$ cat config.mk
export PLATFORM = sky130hd
export DESIGN_NAME = ctlport_top
export DESIGN_NICKNAME = d
export VERILOG_FILES = /design/src/rtl/ctlport_pkg.sv /design/src/rtl/ctlport_sync.sv /design/src/rtl/ctlport_events.sv /design/src/rtl/ctlport_engine.sv /design/src/rtl/ctlport_top.sv
export SDC_FILE = /design/constraint.sdc
export NUM_CORES = 1
export LEC_CHECK = 0
export BUFFER_PORTS_ARGS = -buffer_cell sky130_fd_sc_hd__buf_2
export CORE_UTILIZATION = 26
export DETAILED_ROUTE_END_ITERATION = 12
export GPL_ROUTABILITY_DRIVEN = 0
export MAX_ROUTING_LAYER = met4
export PLACE_DENSITY_LB_ADDON = 0.25
export SLEW_MARGIN = 15
export SYNTH_ARGS = -nofsm -noshare
export SYNTH_HDL_FRONTEND = slang
export SYNTH_SLANG_ARGS = --single-unit
$ cat constraint.sdc
create_clock -name clk -period 3 [get_ports clk]
set_clock_uncertainty 0.2 [all_clocks]
set_input_delay 0.75 -clock clk [delete_from_list [all_inputs] [get_ports clk]]
set_output_delay 0.75 -clock clk [all_outputs]
set_load 0.02 [all_outputs]
$ cat src/rtl/ctlport_pkg.sv
// Shared constants and state encoding for the dual-mode serial register port.
// Assumes 8-bit registers and a 7-bit register address taken from the pointer byte.
package ctlport_pkg;
    localparam int DATA_W = 8;
    localparam int PTR_W  = 7;
    localparam int CNT_W  = 4;

    // Fixed four-wire chip byte and upper six bits of the two-wire address.
    localparam logic [DATA_W-1:0] SPI_CHIP_BYTE = 8'h9E;
    localparam logic [5:0]        BUS_ADDR_HI   = 6'b100111;

    // Register addresses served partly by the port itself.
    localparam logic [PTR_W-1:0]  ID_ADDR     = 7'h01;
    localparam logic [PTR_W-1:0]  STATUS_ADDR = 7'h02;

    typedef enum logic [2:0] {
        P_IDLE,
        P_CHIP,
        P_PTR,
        P_WR,
        P_RD,
        P_SKIP
    } port_state_t;
endpackage

$ cat src/rtl/ctlport_sync.sv
// Multi-stage synchronizer for asynchronous pin inputs.
// Assumes each bit is a slow level signal. Reset value is per bit, so idle levels give no false edge.
module ctlport_sync #(
    parameter int             W       = 3,
    parameter int             STAGES  = 2,
    parameter logic [W-1:0]   RST_VAL = '0
) (
    input  logic         clk,
    input  logic         rst_n,
    input  logic [W-1:0] d_i,
    output logic [W-1:0] q_o
);
    logic [W-1:0] pipe [STAGES];

    // Shift pin levels through the flop chain.
    always_ff @(posedge clk) begin
        if (!rst_n) begin
            for (int i = 0; i < STAGES; i++) pipe[i] <= RST_VAL;
        end else begin
            pipe[0] <= d_i;
            for (int i = 1; i < STAGES; i++) pipe[i] <= pipe[i-1];
        end
    end

    assign q_o = pipe[STAGES-1];
endmodule

$ cat src/rtl/ctlport_events.sv
// Turns synchronized pin levels into protocol events and latches the protocol mode.
// Assumes all inputs come through equal-depth synchronizers, so their relative order is kept.
module ctlport_events (
    input  logic clk,
    input  logic rst_n,
    input  logic cs_s_i,
    input  logic scl_s_i,
    input  logic sda_s_i,
    output logic spi_mode_o,
    output logic frame_start_o,
    output logic frame_end_o,
    output logic bit_rise_o,
    output logic bit_fall_o
);
    logic cs_q, scl_q, sda_q, spi_q;
    logic cs_fall, cs_rise, scl_rise, scl_fall, bus_start, bus_stop, spi_eff;

    // Remember the previous synchronized levels and the sticky mode bit.
    always_ff @(posedge clk) begin
        if (!rst_n) begin
            cs_q  <= 1'b0;
            scl_q <= 1'b1;
            sda_q <= 1'b1;
            spi_q <= 1'b0;
        end else begin
            cs_q  <= cs_s_i;
            scl_q <= scl_s_i;
            sda_q <= sda_s_i;
            if (cs_fall) spi_q <= 1'b1;
        end
    end

    // Edge and bus-condition decoding, steered by the mode.
    always_comb begin
        cs_fall   = cs_q & ~cs_s_i;
        cs_rise   = ~cs_q & cs_s_i;
        scl_rise  = ~scl_q & scl_s_i;
        scl_fall  = scl_q & ~scl_s_i;
        bus_start = scl_q & scl_s_i & sda_q & ~sda_s_i;
        bus_stop  = scl_q & scl_s_i & ~sda_q & sda_s_i;
        spi_eff   = spi_q | cs_fall;
        frame_start_o = spi_eff ? cs_fall : bus_start;
        frame_end_o   = spi_eff ? cs_rise : bus_stop;
        bit_rise_o    = spi_eff ? (scl_rise & ~cs_s_i) : scl_rise;
        bit_fall_o    = ~spi_eff & scl_fall;
    end

    assign spi_mode_o = spi_q;
endmodule

$ cat src/rtl/ctlport_engine.sv
// Byte framing, address decode, pointer handling and SDA driving for both protocols.
// Assumes one event per cycle from ctlport_events, and a combinational read byte for ptr_o.
module ctlport_engine
    import ctlport_pkg::*;
(
    input  logic              clk,
    input  logic              rst_n,
    input  logic              spi_mode_i,
    input  logic              frame_start_i,
    input  logic              frame_end_i,
    input  logic              bit_rise_i,
    input  logic              bit_fall_i,
    input  logic              sda_s_i,
    input  logic              ad0_i,
    input  logic [DATA_W-1:0] rd_byte_i,
    output logic [PTR_W-1:0]  ptr_o,
    output logic              wr_en_o,
    output logic [PTR_W-1:0]  wr_addr_o,
    output logic [DATA_W-1:0] wr_data_o,
    output logic              sda_oe_o
);
    port_state_t        state, nxt_q, next_s;
    logic [CNT_W-1:0]   bitcnt;
    logic [DATA_W-2:0]  shreg;
    logic [DATA_W-2:0]  tx;
    logic [PTR_W-1:0]   ptr;
    logic               incr;
    logic [DATA_W-1:0]  byte_in;
    logic               byte_ok;
    logic               rx_state;
    logic [PTR_W-1:0]   ptr_step;

    // Decode the byte being completed and choose where the transfer goes next.
    always_comb begin
        byte_in  = {shreg, sda_s_i};
        rx_state = (state == P_CHIP) || (state == P_PTR) || (state == P_WR);
        ptr_step = ptr + {{(PTR_W-1){1'b0}}, incr};
        byte_ok  = 1'b1;
        next_s   = P_WR;
        if (state == P_CHIP) begin
            byte_ok = spi_mode_i ? (byte_in == SPI_CHIP_BYTE)
                                 : (byte_in[7:1] == {BUS_ADDR_HI, ad0_i});
            next_s  = (!spi_mode_i && byte_in[0]) ? P_RD : P_PTR;
        end
    end

    // Protocol sequencer: shift bits, acknowledge, write, and serve reads.
    always_ff @(posedge clk) begin
        if (!rst_n) begin
            state     <= P_IDLE;
            nxt_q     <= P_IDLE;
            bitcnt    <= '0;
            shreg     <= '0;
            tx        <= '0;
            ptr       <= '0;
            incr      <= 1'b0;
            sda_oe_o  <= 1'b0;
            wr_en_o   <= 1'b0;
            wr_addr_o <= '0;
            wr_data_o <= '0;
        end else begin
            wr_en_o <= 1'b0;
            if (frame_start_i) begin
                state    <= P_CHIP;
                bitcnt   <= '0;
                sda_oe_o <= 1'b0;
            end else if (frame_end_i) begin
                state    <= P_IDLE;
                bitcnt   <= '0;
                sda_oe_o <= 1'b0;
            end else if (bit_rise_i) begin
                if (rx_state && bitcnt < 4'd8) begin
                    shreg <= byte_in[DATA_W-2:0];
                    if (bitcnt == 4'd7) begin
                        if (!byte_ok) begin
                            state  <= P_SKIP;
                            bitcnt <= '0;
                        end else begin
                            if (state == P_PTR) begin
                                ptr  <= byte_in[PTR_W-1:0];
                                incr <= byte_in[DATA_W-1];
                            end
                            if (state == P_WR) begin
                                if (ptr != ID_ADDR) begin
                                    wr_en_o   <= 1'b1;
                                    wr_addr_o <= ptr;
                                    wr_data_o <= byte_in;
                                end
                                ptr <= ptr_step;
                            end
                            if (spi_mode_i) begin
                                state  <= next_s;
                                bitcnt <= '0;
                            end else begin
                                nxt_q  <= next_s;
                                bitcnt <= 4'd8;
                            end
                        end
                    end else begin
                        bitcnt <= bitcnt + 4'd1;
                    end
                end else if (state == P_RD) begin
                    if (bitcnt < 4'd8) begin
                        bitcnt <= bitcnt + 4'd1;
                    end else if (bitcnt == 4'd9) begin
                        if (!sda_s_i) begin
                            ptr    <= ptr_step;
                            bitcnt <= 4'd10;
                        end else begin
                            state  <= P_SKIP;
                            bitcnt <= '0;
                        end
                    end
                end
            end else if (bit_fall_i) begin
                if (rx_state && bitcnt == 4'd8) begin
                    sda_oe_o <= 1'b1;
                    bitcnt   <= 4'd9;
                end else if (rx_state && bitcnt == 4'd9) begin
                    sda_oe_o <= 1'b0;
                    bitcnt   <= '0;
                    state    <= nxt_q;
                    if (nxt_q == P_RD) begin
                        tx       <= rd_byte_i[DATA_W-2:0];
                        sda_oe_o <= ~rd_byte_i[DATA_W-1];
                    end
                end else if (state == P_RD) begin
                    if (bitcnt >= 4'd1 && bitcnt <= 4'd7) begin
                        tx       <= {tx[DATA_W-3:0], 1'b0};
                        sda_oe_o <= ~tx[DATA_W-2];
                    end else if (bitcnt == 4'd8) begin
                        sda_oe_o <= 1'b0;
                        bitcnt   <= 4'd9;
                    end else if (bitcnt == 4'd10) begin
                        tx       <= rd_byte_i[DATA_W-2:0];
                        sda_oe_o <= ~rd_byte_i[DATA_W-1];
                        bitcnt   <= '0;
                    end
                end
            end
        end
    end

    assign ptr_o = ptr;
endmodule

$ cat src/rtl/ctlport_top.sv
// Dual-mode serial register port: pin synchronization, event decoding, sequencing and the read mux.
// Assumes an external register file with a combinational read of reg_addr_o.
module ctlport_top
    import ctlport_pkg::*;
#(
    parameter int         SYNC_STAGES = 2,
    parameter logic [2:0] REVISION    = 3'd4
) (
    input  logic              clk,
    input  logic              rst_n,
    input  logic              cs_ad0_i,
    input  logic              scl_i,
    input  logic              sda_i,
    output logic              sda_oe_o,
    input  logic              unlock_i,
    input  logic [DATA_W-1:0] reg_rdata_i,
    output logic              reg_we_o,
    output logic [PTR_W-1:0]  reg_addr_o,
    output logic [DATA_W-1:0] reg_wdata_o,
    output logic              spi_mode_o
);
    localparam logic [DATA_W-1:0] ID_BYTE = {5'b00000, REVISION};

    logic [2:0]        pins_s;
    logic              frame_start, frame_end, bit_rise, bit_fall;
    logic [PTR_W-1:0]  ptr, wr_addr;
    logic [DATA_W-1:0] rd_byte;
    logic              wr_en;

    ctlport_sync #(.W(3), .STAGES(SYNC_STAGES), .RST_VAL(3'b011)) u_sync (
        .clk   (clk),
        .rst_n (rst_n),
        .d_i   ({cs_ad0_i, scl_i, sda_i}),
        .q_o   (pins_s)
    );

    ctlport_events u_events (
        .clk           (clk),
        .rst_n         (rst_n),
        .cs_s_i        (pins_s[2]),
        .scl_s_i       (pins_s[1]),
        .sda_s_i       (pins_s[0]),
        .spi_mode_o    (spi_mode_o),
        .frame_start_o (frame_start),
        .frame_end_o   (frame_end),
        .bit_rise_o    (bit_rise),
        .bit_fall_o    (bit_fall)
    );

    // Read byte: identity register, live status bit, or register file.
    always_comb begin
        if (ptr == ID_ADDR)          rd_byte = ID_BYTE;
        else if (ptr == STATUS_ADDR) rd_byte = {unlock_i, reg_rdata_i[DATA_W-2:0]};
        else                         rd_byte = reg_rdata_i;
    end

    ctlport_engine u_engine (
        .clk           (clk),
        .rst_n         (rst_n),
        .spi_mode_i    (spi_mode_o),
        .frame_start_i (frame_start),
        .frame_end_i   (frame_end),
        .bit_rise_i    (bit_rise),
        .bit_fall_i    (bit_fall),
        .sda_s_i       (pins_s[0]),
        .ad0_i         (pins_s[2]),
        .rd_byte_i     (rd_byte),
        .ptr_o         (ptr),
        .wr_en_o       (wr_en),
        .wr_addr_o     (wr_addr),
        .wr_data_o     (reg_wdata_o),
        .sda_oe_o      (sda_oe_o)
    );

    assign reg_we_o   = wr_en;
    assign reg_addr_o = wr_en ? wr_addr : ptr;
endmodule

# == Word-level counts from Yosys, hierarchy flattened ==
# Memories as Yosys holds them, arrays and structs flattened.
# Cells that the tools add are included.
# totals
ff_bits,53
ram_bits,6
output_inout_bits,18
word_cells,191
memories,1
# memory_table
name,depth,width,read_ports,rd_clocked_by_memory_dff,write_ports,line_no,source
u_sync.pipe,2,3,2,0,2,ctlport_sync.sv:13,logic [W-1:0] pipe [STAGES];
# classes
add_sub_neg,2
magnitude_cmp,3
n_eq_ne,37
mux,67
n_bitwise,33
reduce_logical,32
# ops
operator,count
2-to-1 mux 7 bit,16
2-to-1 mux 4 bit,16
2-to-1 mux 3 bit,16
AND reduction 9 bit,3
inverter 1 bit,19
2-to-1 mux 1 bit,17
2-to-1 mux 8 bit,2
AND reduction 7 bit,2
"equality test 4 bit, second input constant",3
"inequality test 3 bit, second input constant",4
nonzero test 4 bit,3
bitwise AND 1 bit,11
"inequality test 5 x 3 -> 1 bit, second input constant",2
"inequality test 5 bit, second input constant",2
AND reduction 10 bit,1
nonzero test 2 bit,5
nonzero test 5 bit,2
"equality test 8 bit, second input constant",1
"inequality test 2 bit, second input constant",4
"inequality test 4 bit, second input constant",2
AND reduction 4 bit,2
AND reduction 8 bit,1
OR reduction 8 bit,1
adder 7 x 1 -> 7 bit,1
26 further kinds,38

# == Logic depth before layout (Yosys ltp) ==
# Gate-level depths: netlist of run 1.
# depth
depth_word,11
mapped_depth,8
mapped_depth_nobuf,7

# == Modules after synthesis ==
# Synthesis of run 1 repeated with hierarchy kept, for this count alone.
# hier_totals
cells_unflattened,361
area_unflattened_um2,3398.3
# modules_own_cells
module,n_inst,cells_per_inst,area_per_inst_um2,seq_area_each_um2
ctlport_engine,1,306,2834.0,980.9
ctlport_top,1,22,198.9,0.0
ctlport_events,1,18,185.2,80.1
ctlport_sync,1,15,180.2,120.1

# == Worst setup path before layout of run 1 ==
# Ideal clock, no wire load.
# synth_path
path_kind,register to register
start,register u_engine.bitcnt[0]
end,register u_engine.state[1]
setup_ns,0.121
arrival_time_ns,2.036
path_slack_ns,0.643
stages_incl_launch_ff,8
path_buffers,0
synth_period_minus_slack_ns,2.357
path_cell_list,dfxtp_1 inv_1 ha_1 or4b_1 nor4_1 a21oi_1 nor3_1 mux2_2
# synth_between
elab_chain_len,4
# synth_lines
element,line_no,source
"start, declared",ctlport_engine.sv:23,logic [CNT_W-1:0] bitcnt;
"start signal, assigned",ctlport_engine.sv:100,bitcnt <= bitcnt + 4'd1;
"start signal, assigned",ctlport_engine.sv:104,bitcnt <= bitcnt + 4'd1;
less-than comparator 4 bit (tied with other cells),"ctlport_engine.sv:72, ctlport_engine.sv:103",
"logical AND 1 bit, on equally long branches","ctlport_engine.sv:72, ctlport_engine.sv:116, ctlport_engine.sv:119",
inequality test 4 bit (no source line) (tied with other cells),n/a,
AND reduction 9 bit (no source line) or 2-to-1 mux 3 bit (tied branches),n/a,
"end signal, assigned",ctlport_engine.sv:92,state <= next_s;
"end signal, assigned",ctlport_engine.sv:122,state <= nxt_q;
"end, declared",ctlport_engine.sv:22,"port_state_t state, nxt_q, next_s;"
# Parallel ways exist; a longest one is shown, timed or not.
# A chain may end at the register's enable or synchronous reset.

# == Worst setup path after layout of run 1 ==
# layout_path
start,register u_engine.bitcnt[1]
end,register u_engine.tx[5]
# layout_between
elab_chain_len,5
# layout_lines
element,line_no,source
"parallel branches: the longest is 5 deep, another holds >= comparator 4 x 1 -> 1 bit",n/a,
"end signal, assigned",ctlport_engine.sv:124,tx <= rd_byte_i[DATA_W-2:0];
"end signal, assigned",ctlport_engine.sv:129,"tx <= {tx[DATA_W-3:0], 1'b0};"
"end signal, assigned",ctlport_engine.sv:135,tx <= rd_byte_i[DATA_W-2:0];
"end, declared",ctlport_engine.sv:25,logic [DATA_W-2:0] tx;
# Parallel ways; which one is timed is not known. The select of a mux whose other input is x is not followed.

==> impl_results.md, run 1 <==
- Number of synthesized flops with an enable pin: 0
- Sequential element share of the synthesized area: 35.54%
- Reg2Reg Launch Point: u_engine.bitcnt[1]$_SDFFE_PP0P_
- Number of global-route vias before repair: around 2800
- Global Route met1 Usage: 18.80%
- Crit end category: flop
- Tmin final: 2611 ps
- Worst-case headroom to the max-slew limit: 27.82%
- End of the critical path: u_engine.tx[5]$_SDFFE_PN0P_
- Cell area power density: roughly 510 nW/um^2
- Area of the placeable core: 12210 um^2
- Starting density of the core: around 27%
- Die X-Extent: 115.1 um
- Most frequent cell after synthesis: sky130_fd_sc_hd__dfxtp_1
- Initial antenna violation count: 0
- Number of iterations in the first detailed-routing pass: 4
- PnR Total Power: 0.002017 W
- Hold-fix buffers at CTS: 0
- Critical Path RT: 3030 ps
- WL final: 8788 um
- CP Launch Point: u_engine.bitcnt[1]$_SDFFE_PP0P_
- Length in cells of the worst reg-to-reg path: 7
- Most area-hungry cell type in the Yosys netlist: sky130_fd_sc_hd__dfxtp_1
- Number of setup buffers added after CTS: 0
- Combinational family with the most area after synthesis: simple AND/OR/NAND/NOR gates
- Transition time of the tightest slew-check pin: 1074 ps
- Post-route insts no fill: 579
- Die Area: 13240 um^2
- Multiplexer share of the synthesized area: 7.869%
- Max Clk Rate: 0.3830 GHz
- Clk slew on worst S/H paths: 50 ps
- Share of the clock period used by the worst path: between 80% and 90%
- Area share of and/or/nand/nor cells after synthesis: 24.89%
- Number of distinct library cell variants in the gate-level netlist after synthesis: 70
- Total global routing overflow: 0
- Number of rows created at floorplan: 40
- Smallest setup slack after layout: 389.0 ps
- TritonCTS buffer count: 9
- Antenna fix cells: 0
- DRC violation count after routing: 0
- Area occupied by multi-input gates: 1974 um^2
- Global-route wire length before repair: 14380 um
- Netlist Area Pre-Place: between 3000 and 4000 um^2
- Depth of the CTS H-tree: 3
- Clock tree sinks: 59
- Endpoints failing setup: 0
- Setup total negative slack: 0 ps
- Leak Pwr: 1.396 nW
- Setup crit start kind: flop
- Pins over their slew limit: 0
- Count of synthesis-stage warnings from yosys: 0
- Fraction of synthesized cell area in xor and xnor cells: less than 1%
- Result of the run: complete, no violations
- Count of boundary I/O pins: 32
- Half-perimeter wire length after detailed placement: 6288 um
- Critical path data arrival time: 2640 ps
- RSZ-0062 raised after global routing: no
- Synthesized-area fraction occupied by adder cells: roughly 2.6%
- Met3 routing resource usage after global routing: between 3 and 4%
- Fin nets: about 430
- Area growth from synthesis to layout: 18.30%
- Share of Yosys cell area claimed by the top area cell type: 35.54%
- FF+latch count, synth: 59
- Worst vdd ir: approximately 0.28 mV
- Vias per Instance: 5.174
- FF+latch area: 1181 um^2
- Highest net fanout along the worst path: 8
- Max-cap violations: 0
- Classification of the worst-slack hold path: flop to flop
- Util after Layout: 32.19%
- Final Hold Violating Endpoints: 0
- Dominant cells by area after synthesis: sky130_fd_sc_hd__dfxtp_1 36%, sky130_fd_sc_hd__a21oi_1 5.3%, sky130_fd_sc_hd__mux2i_1 4.8%
- Commonest register cell after synthesis: sky130_fd_sc_hd__dfxtp_1
- Mapped Cells: 384
- Cell-by-cell listing of the critical path: inv_1 > ha_1 > or3b_2 > and2_0 > nor2_1 > a22oi_1 > a311oi_1
- Clock tree buffer depth: 2
- Kind of critical path: flop to flop
- Clock Root Buffer: sky130_fd_sc_hd__clkbuf_16
- Setup slack at placement: between 400 and 500 ps
- Synth Net Count: a little over 400
- Layer carrying the most global-route usage: met2
- Count of port buffers added during placement: 31
- Met2 usage in global routing: a little over a fifth
- CTS tree: done
- Iter 0 DRT Violations: 237
- Fraction of layout cells with a size suffix above 1: 18.25%
- Ranking of synthesized cells by instance count: 59 x sky130_fd_sc_hd__dfxtp_1, 35 x sky130_fd_sc_hd__a21oi_1, 33 x sky130_fd_sc_hd__nor2_1
- Worst reg-to-reg setup slack: between 300 and 400 ps
- Maximum number of pins on one net before global-route repair: 26
- Count of fill cells added during filler insertion: roughly 1300
- Async set or reset register ratio after synthesis: 0%
- Wire per inst: 15.18 um
- Total track usage: 14.57%
- Inst Count DP: 564
- Mapped Avg Cell Area: 8.654 um^2
- Insertion delay to the later sink of the worst-skew pair: 330 ps
- Number of nets with antenna violations after routing: 0
- PostCTS Resize Cnt: 0
- Fraction of the mapped netlist area in compound gates: 23.31%
- Height of the chip: 115.1 um
- Via count of the routed design: 2996
- Critical-path top delay cell: sky130_fd_sc_hd__or3b_2
- Crit Reg-Reg Endpoint: u_engine.tx[5]$_SDFFE_PN0P_
- Crit-path max cell delay: approximately 480 ps
[cells by family after synthesis]
group / after synthesis
AOI/OAI and AO/OA: 107
xor gates and xnor gates: 2
DFF: 59
buffers and inverters: 36
muxes: 25
adders and majority gates: 7
and+or+nand+nor: 148
[sequential cells by signal, indices dropped and copies added (netlist names), 3 cells and up]
register,cells
u_engine.bitcnt,4
u_engine.nxt_q,3
u_engine.ptr_o,7
u_engine.shreg,7
u_engine.state,3
u_engine.tx,7
u_engine.wr_addr_o,7
u_engine.wr_data_o,8
u_sync.pipe,6
[power breakdown]
| part | internal [W] | leakage (nW) | switching (W) |
|---|---|---|---|
| Combinational | 0.0000418 | 0.764 | 0.0000761 |
| Clock | 0.000741 | 0.154 | 0.000359 |
| Sequential | 0.000791 | 0.477 | 0.00000878 |
[layer usage]
layer | vias up | share of wire, %
li1 | 1500 | -
met1 | 1411 | 50
met2 | 75 | 45
met3 | 10 | 4.3
met4 | 0 | 1.3
met5 | - | 0
[metrics by stage]
step                instance area [um^2]  hold WS (ps)
global route                        3931         219.0
global placement                    3615         189.6
finish                              3931         203.6
CTS                                 3931         203.6
detailed placement                  3615         192.5
floorplan                           3323         186.3
[worst min path at each step]
| stage | from | endpoint | slack, ps | cells after the start |
|---|---|---|---|---|
| floorplan | u_sync.pipe[0][0]$_SDFF_PN1_ | u_sync.pipe[0][3]$_SDFF_PN1_ | 190 | 1 |
| global placement | u_sync.pipe[0][0]$_SDFF_PN1_ | u_sync.pipe[0][3]$_SDFF_PN1_ | 190 | 1 |
| detailed placement | u_sync.pipe[0][1]$_SDFF_PN1_ | u_sync.pipe[0][4]$_SDFF_PN1_ | 190 | 1 |
| CTS | u_sync.pipe[0][1]$_SDFF_PN1_ | u_sync.pipe[0][4]$_SDFF_PN1_ | 200 | 1 |
| global route | u_sync.pipe[0][0]$_SDFF_PN1_ | u_sync.pipe[0][3]$_SDFF_PN1_ | 220 | 1 |
| finish | u_sync.pipe[0][1]$_SDFF_PN1_ | u_sync.pipe[0][4]$_SDFF_PN1_ | 200 | 1 |
[placed cells by master, fill, tap and decap left out, types with 7 or more instances in the layout]
cell / n
sky130_fd_sc_hd__a21oi_1: 35
sky130_fd_sc_hd__a311oi_1: 8
sky130_fd_sc_hd__buf_2: 31
sky130_fd_sc_hd__buf_4: 8
sky130_fd_sc_hd__clkbuf_16: 9
sky130_fd_sc_hd__dfxtp_1: 59
sky130_fd_sc_hd__ha_1: 7
sky130_fd_sc_hd__inv_1: 8
sky130_fd_sc_hd__mux2_2: 9
sky130_fd_sc_hd__mux2i_1: 16
sky130_fd_sc_hd__nand2_1: 24
sky130_fd_sc_hd__nand2b_1: 10
sky130_fd_sc_hd__nand3_1: 16
sky130_fd_sc_hd__nor2_1: 33
sky130_fd_sc_hd__nor3_1: 8
sky130_fd_sc_hd__o21ai_0: 13
[worst max-delay path, delay by kind of cell (launching register included)]
family	cells	cell delay (ps)
AND/OR/NAND/NOR	3	1170
AO/OA/AOI/OAI	2	420
flip-flops	1	400
adder cells (fa/ha/maj)	1	230
buffers and inverters	1	100
[final cells by class]
cell class / count / area share [%]
Clock buffer: 10 / 6.079
Clock inverter: 5 / 1.973
Inverter: 9 / 0.8593
Multi-Input combinational cell: 289 / 50.22
Sequential cell: 59 / 30.04
Tap cell: 168 / 5.347
Timing Repair Buffer: 39 / 5.474
Power figures use the tool's default switching activity.
==> inputs of run 2 (changes only) <==
BUFFER_PORTS_ARGS = -buffer_cell sky130_fd_sc_hd__buf_4   (was -buffer_cell sky130_fd_sc_hd__buf_2)
==> impl_results.md, run 2 (synthesis results as in run 1) <==
- Tmin final: 2604 ps (-7.415 ps)
- Crit end category: flop
- Length of routed met2 wiring: 3792 um (-3.6%)
- Max Clk Rate: 0.3841 GHz (+0.28%)
- Total global routing overflow: 0 (unchanged)
- Starting density of the core: 27.21% (unchanged)
- RSZ-0062 raised after global routing: no
- Setup total negative slack: 0 ps (unchanged)
- Clock tree sinks: 59 (unchanged)
- Smallest setup slack after layout: 396.4 ps (+7.415 ps)
- Area growth from synthesis to layout: 20.41%
- Kind of critical path: flop to flop
- WL final: 8734 um (-0.61%)
- TritonCTS buffer count: 9 (unchanged)
- Global-route wire length before repair: 14010 um (-2.6%)
- Max-cap violations: 0 (unchanged)
- Wire per inst: 15.06 um (-0.79%)
- Endpoints failing setup: 0 (unchanged)
- Hold Crit Start: u_sync.pipe[0][1]$_SDFF_PN1_
- Crit Reg-Reg Endpoint: u_engine.state[1]$_SDFFE_PP0P_
- Die X-Extent: 115.1 um (unchanged)
- Final Hold Violating Endpoints: 0 (unchanged)
- Share of the clock period used by the worst path: 86.79% (-0.25 points)
- Worst reg-to-reg setup slack: 400 ps (about the same)
- Highest net fanout along the worst path: 5 (-3)
- Clock tree buffer depth: 2 (unchanged)
- Number of setup buffers added after CTS: 0 (unchanged)
- Depth of the CTS H-tree: 3 (unchanged)
- Worst Hold End: u_sync.pipe[0][4]$_SDFF_PN1_
- Area occupied by multi-input gates: 1968 um^2 (-0.32%)
- Half-perimeter wire length after detailed placement: 6145 um (-2.3%)
- Critical Path RT: 3010 ps (-20 ps)
- Cell count of the worst hold path: 1 (unchanged)
- Initial antenna violation count: 0 (unchanged)
- Worst vdd ir: 0.2636 mV (-4.9%)
- Via count of the routed design: 2988 (-0.27%)
- CTS tree: done
- Setup slack at placement: 430.5 ps (+6.225 ps)
- Length in cells of the worst reg-to-reg path: 7 (unchanged)
- Total track usage: 14.17% (-0.40 points)
- Final Cell Area: 4001 um^2 (+1.8%)
- Area of the placeable core: 12210 um^2 (unchanged)
- Vias per Instance: 5.152 (-0.44%)
- Number of rows created at floorplan: 40 (unchanged)
- Count of port buffers added during placement: 31 (unchanged)
- Setup crit start kind: flop
- FF+latch area: 1181 um^2 (unchanged)
- Total routed wire length on the met1 layer: 4407 um (+1.1%)
- Top library cells by usage in the layout, fill and taps aside: 59 x sky130_fd_sc_hd__dfxtp_1, 39 x sky130_fd_sc_hd__buf_4, 35 x sky130_fd_sc_hd__a21oi_1, 33 x sky130_fd_sc_hd__nor2_1, 24 x sky130_fd_sc_hd__nand2_1
- Reg2Reg Launch Point: u_engine.bitcnt[0]$_SDFFE_PP0P_
- WL met3: 375 um (-0.79%)
- DRC violation count after routing: 0 (unchanged)
- Number of global-route vias before repair: 2759 (-1.5%)
- Number of nets with antenna violations after routing: 0 (unchanged)
- Util after Layout: 32.77% (+0.57 points)
- Clock Root Buffer: sky130_fd_sc_hd__clkbuf_16
- Clk slew on worst S/H paths: 50 ps (about the same)
- Maximum number of pins on one net before global-route repair: 32 (+23%)
- Result of the run: complete, no violations
- Placed cell areas: 3706 um^2 (+2.5%)
- Number of iterations in the first detailed-routing pass: 5 (+1)
- Antenna fix cells: 0 (unchanged)
- Count of fill cells added during filler insertion: 1340 (+3.2%)
- Critical path data arrival time: 2620 ps (-20 ps)
- Leading cell type in the layout, fill and taps excluded: sky130_fd_sc_hd__dfxtp_1
- Highest routed metal layer: met4
- Fraction of layout cells with a size suffix above 1: 17.72% (-0.53 points)
- PostCTS Resize Cnt: 0 (unchanged)
- Iter 0 DRT Violations: 243 (+2.5%)
- Transition time of the tightest slew-check pin: 715.2 ps (-358.6 ps)
- Leak Pwr: 1.406 nW (+0.72%)
- Number of flip-flops under the largest register name: 8 (unchanged)
- Pins over their slew limit: 0 (unchanged)
- Cell area power density: 485.4 nW/um^2 (-5.4%)
- Hold-fix buffers at CTS: 0 (unchanged)
- Die Area: 13240 um^2 (unchanged)
- Classification of the worst-slack hold path: flop to flop
- PnR Total Power: 0.001942 W (-3.7%)
- Fin nets: 429 (+0.23%)
- Worst-case headroom to the max-slew limit: 51.57% (+24 points)
- Most flops, register: u_engine.wr_data_o
- Insertion delay to the later sink of the worst-skew pair: 330 ps (about the same)
- Height of the chip: 115.1 um (unchanged)
- Count of boundary I/O pins: 32 (unchanged)
==> run 2: area by class of cell <==
| type | count | share of cell area, % |
|---|---|---|
| timing repair buffer | 40 | 7.817 |
| clock buffer | 13 | 6.504 |
| tap | 168 | 5.253 |
| clock inverter | 2 | 0.8755 |
| sequential | 59 | 29.52 |
| multi-input combinational | 289 | 49.19 |
| inverter | 9 | 0.8443 |
==> run 2: through the flow <==
| stage | hold slack, ps | std cells |
|---|---|---|
| after floorplan | 186.3 | 384 |
| after global placement | 191.7 | 565 |
| after detailed placement | 190.9 | 565 |
| after CTS | 202.1 | 580 |
| after global routing | 211.2 | 580 |
| final | 202.0 | 580 |
==> run 2: routing by layer <==
metal / vias up / GRT usage (%)
li1: 1496 / -
met1: 1401 / 18.83
met2: 77 / 19.96
met3: 14 / 4.006
met4: 0 / 5.801
met5: - / -
==> run 2: power breakdown <==
part / switching [W] / internal (W)
registers: 0.00000871 / 0.000792
clock network: 0.000336 / 0.000681
logic: 0.0000761 / 0.0000485
==> run 2: worst max-delay path, cell delays in order, from the launching register on <==
cell	delay, ps
sky130_fd_sc_hd__dfxtp_1	380
sky130_fd_sc_hd__inv_1	130
sky130_fd_sc_hd__ha_1	270
sky130_fd_sc_hd__or4b_1	480
sky130_fd_sc_hd__nor4_1	200
sky130_fd_sc_hd__a21oi_1	110
sky130_fd_sc_hd__nor3_1	340
sky130_fd_sc_hd__mux2_2	370
==> run 2: worst max-delay path by stage <==
| stage | from | slack [ps] | to | cells past startpoint |
|---|---|---|---|---|
| 5_1_grt | u_engine.bitcnt[1]$_SDFFE_PP0P_ | 230 | u_engine.tx[4]$_SDFFE_PN0P_ | 7 |
| 4_1_cts | u_engine.bitcnt[1]$_SDFFE_PP0P_ | 420 | u_engine.tx[6]$_SDFFE_PN0P_ | 7 |
| 3_3_place_gp | u_engine.bitcnt[0]$_SDFFE_PP0P_ | 500 | u_engine.state[1]$_SDFFE_PP0P_ | 7 |
| 2_1_floorplan | u_engine.bitcnt[0]$_SDFFE_PP0P_ | 640 | u_engine.state[1]$_SDFFE_PP0P_ | 7 |
| 6_report | u_engine.bitcnt[0]$_SDFFE_PP0P_ | 400 | u_engine.state[1]$_SDFFE_PP0P_ | 7 |
| 3_5_place_dp | u_engine.bitcnt[1]$_SDFFE_PP0P_ | 430 | u_engine.tx[6]$_SDFFE_PN0P_ | 7 |
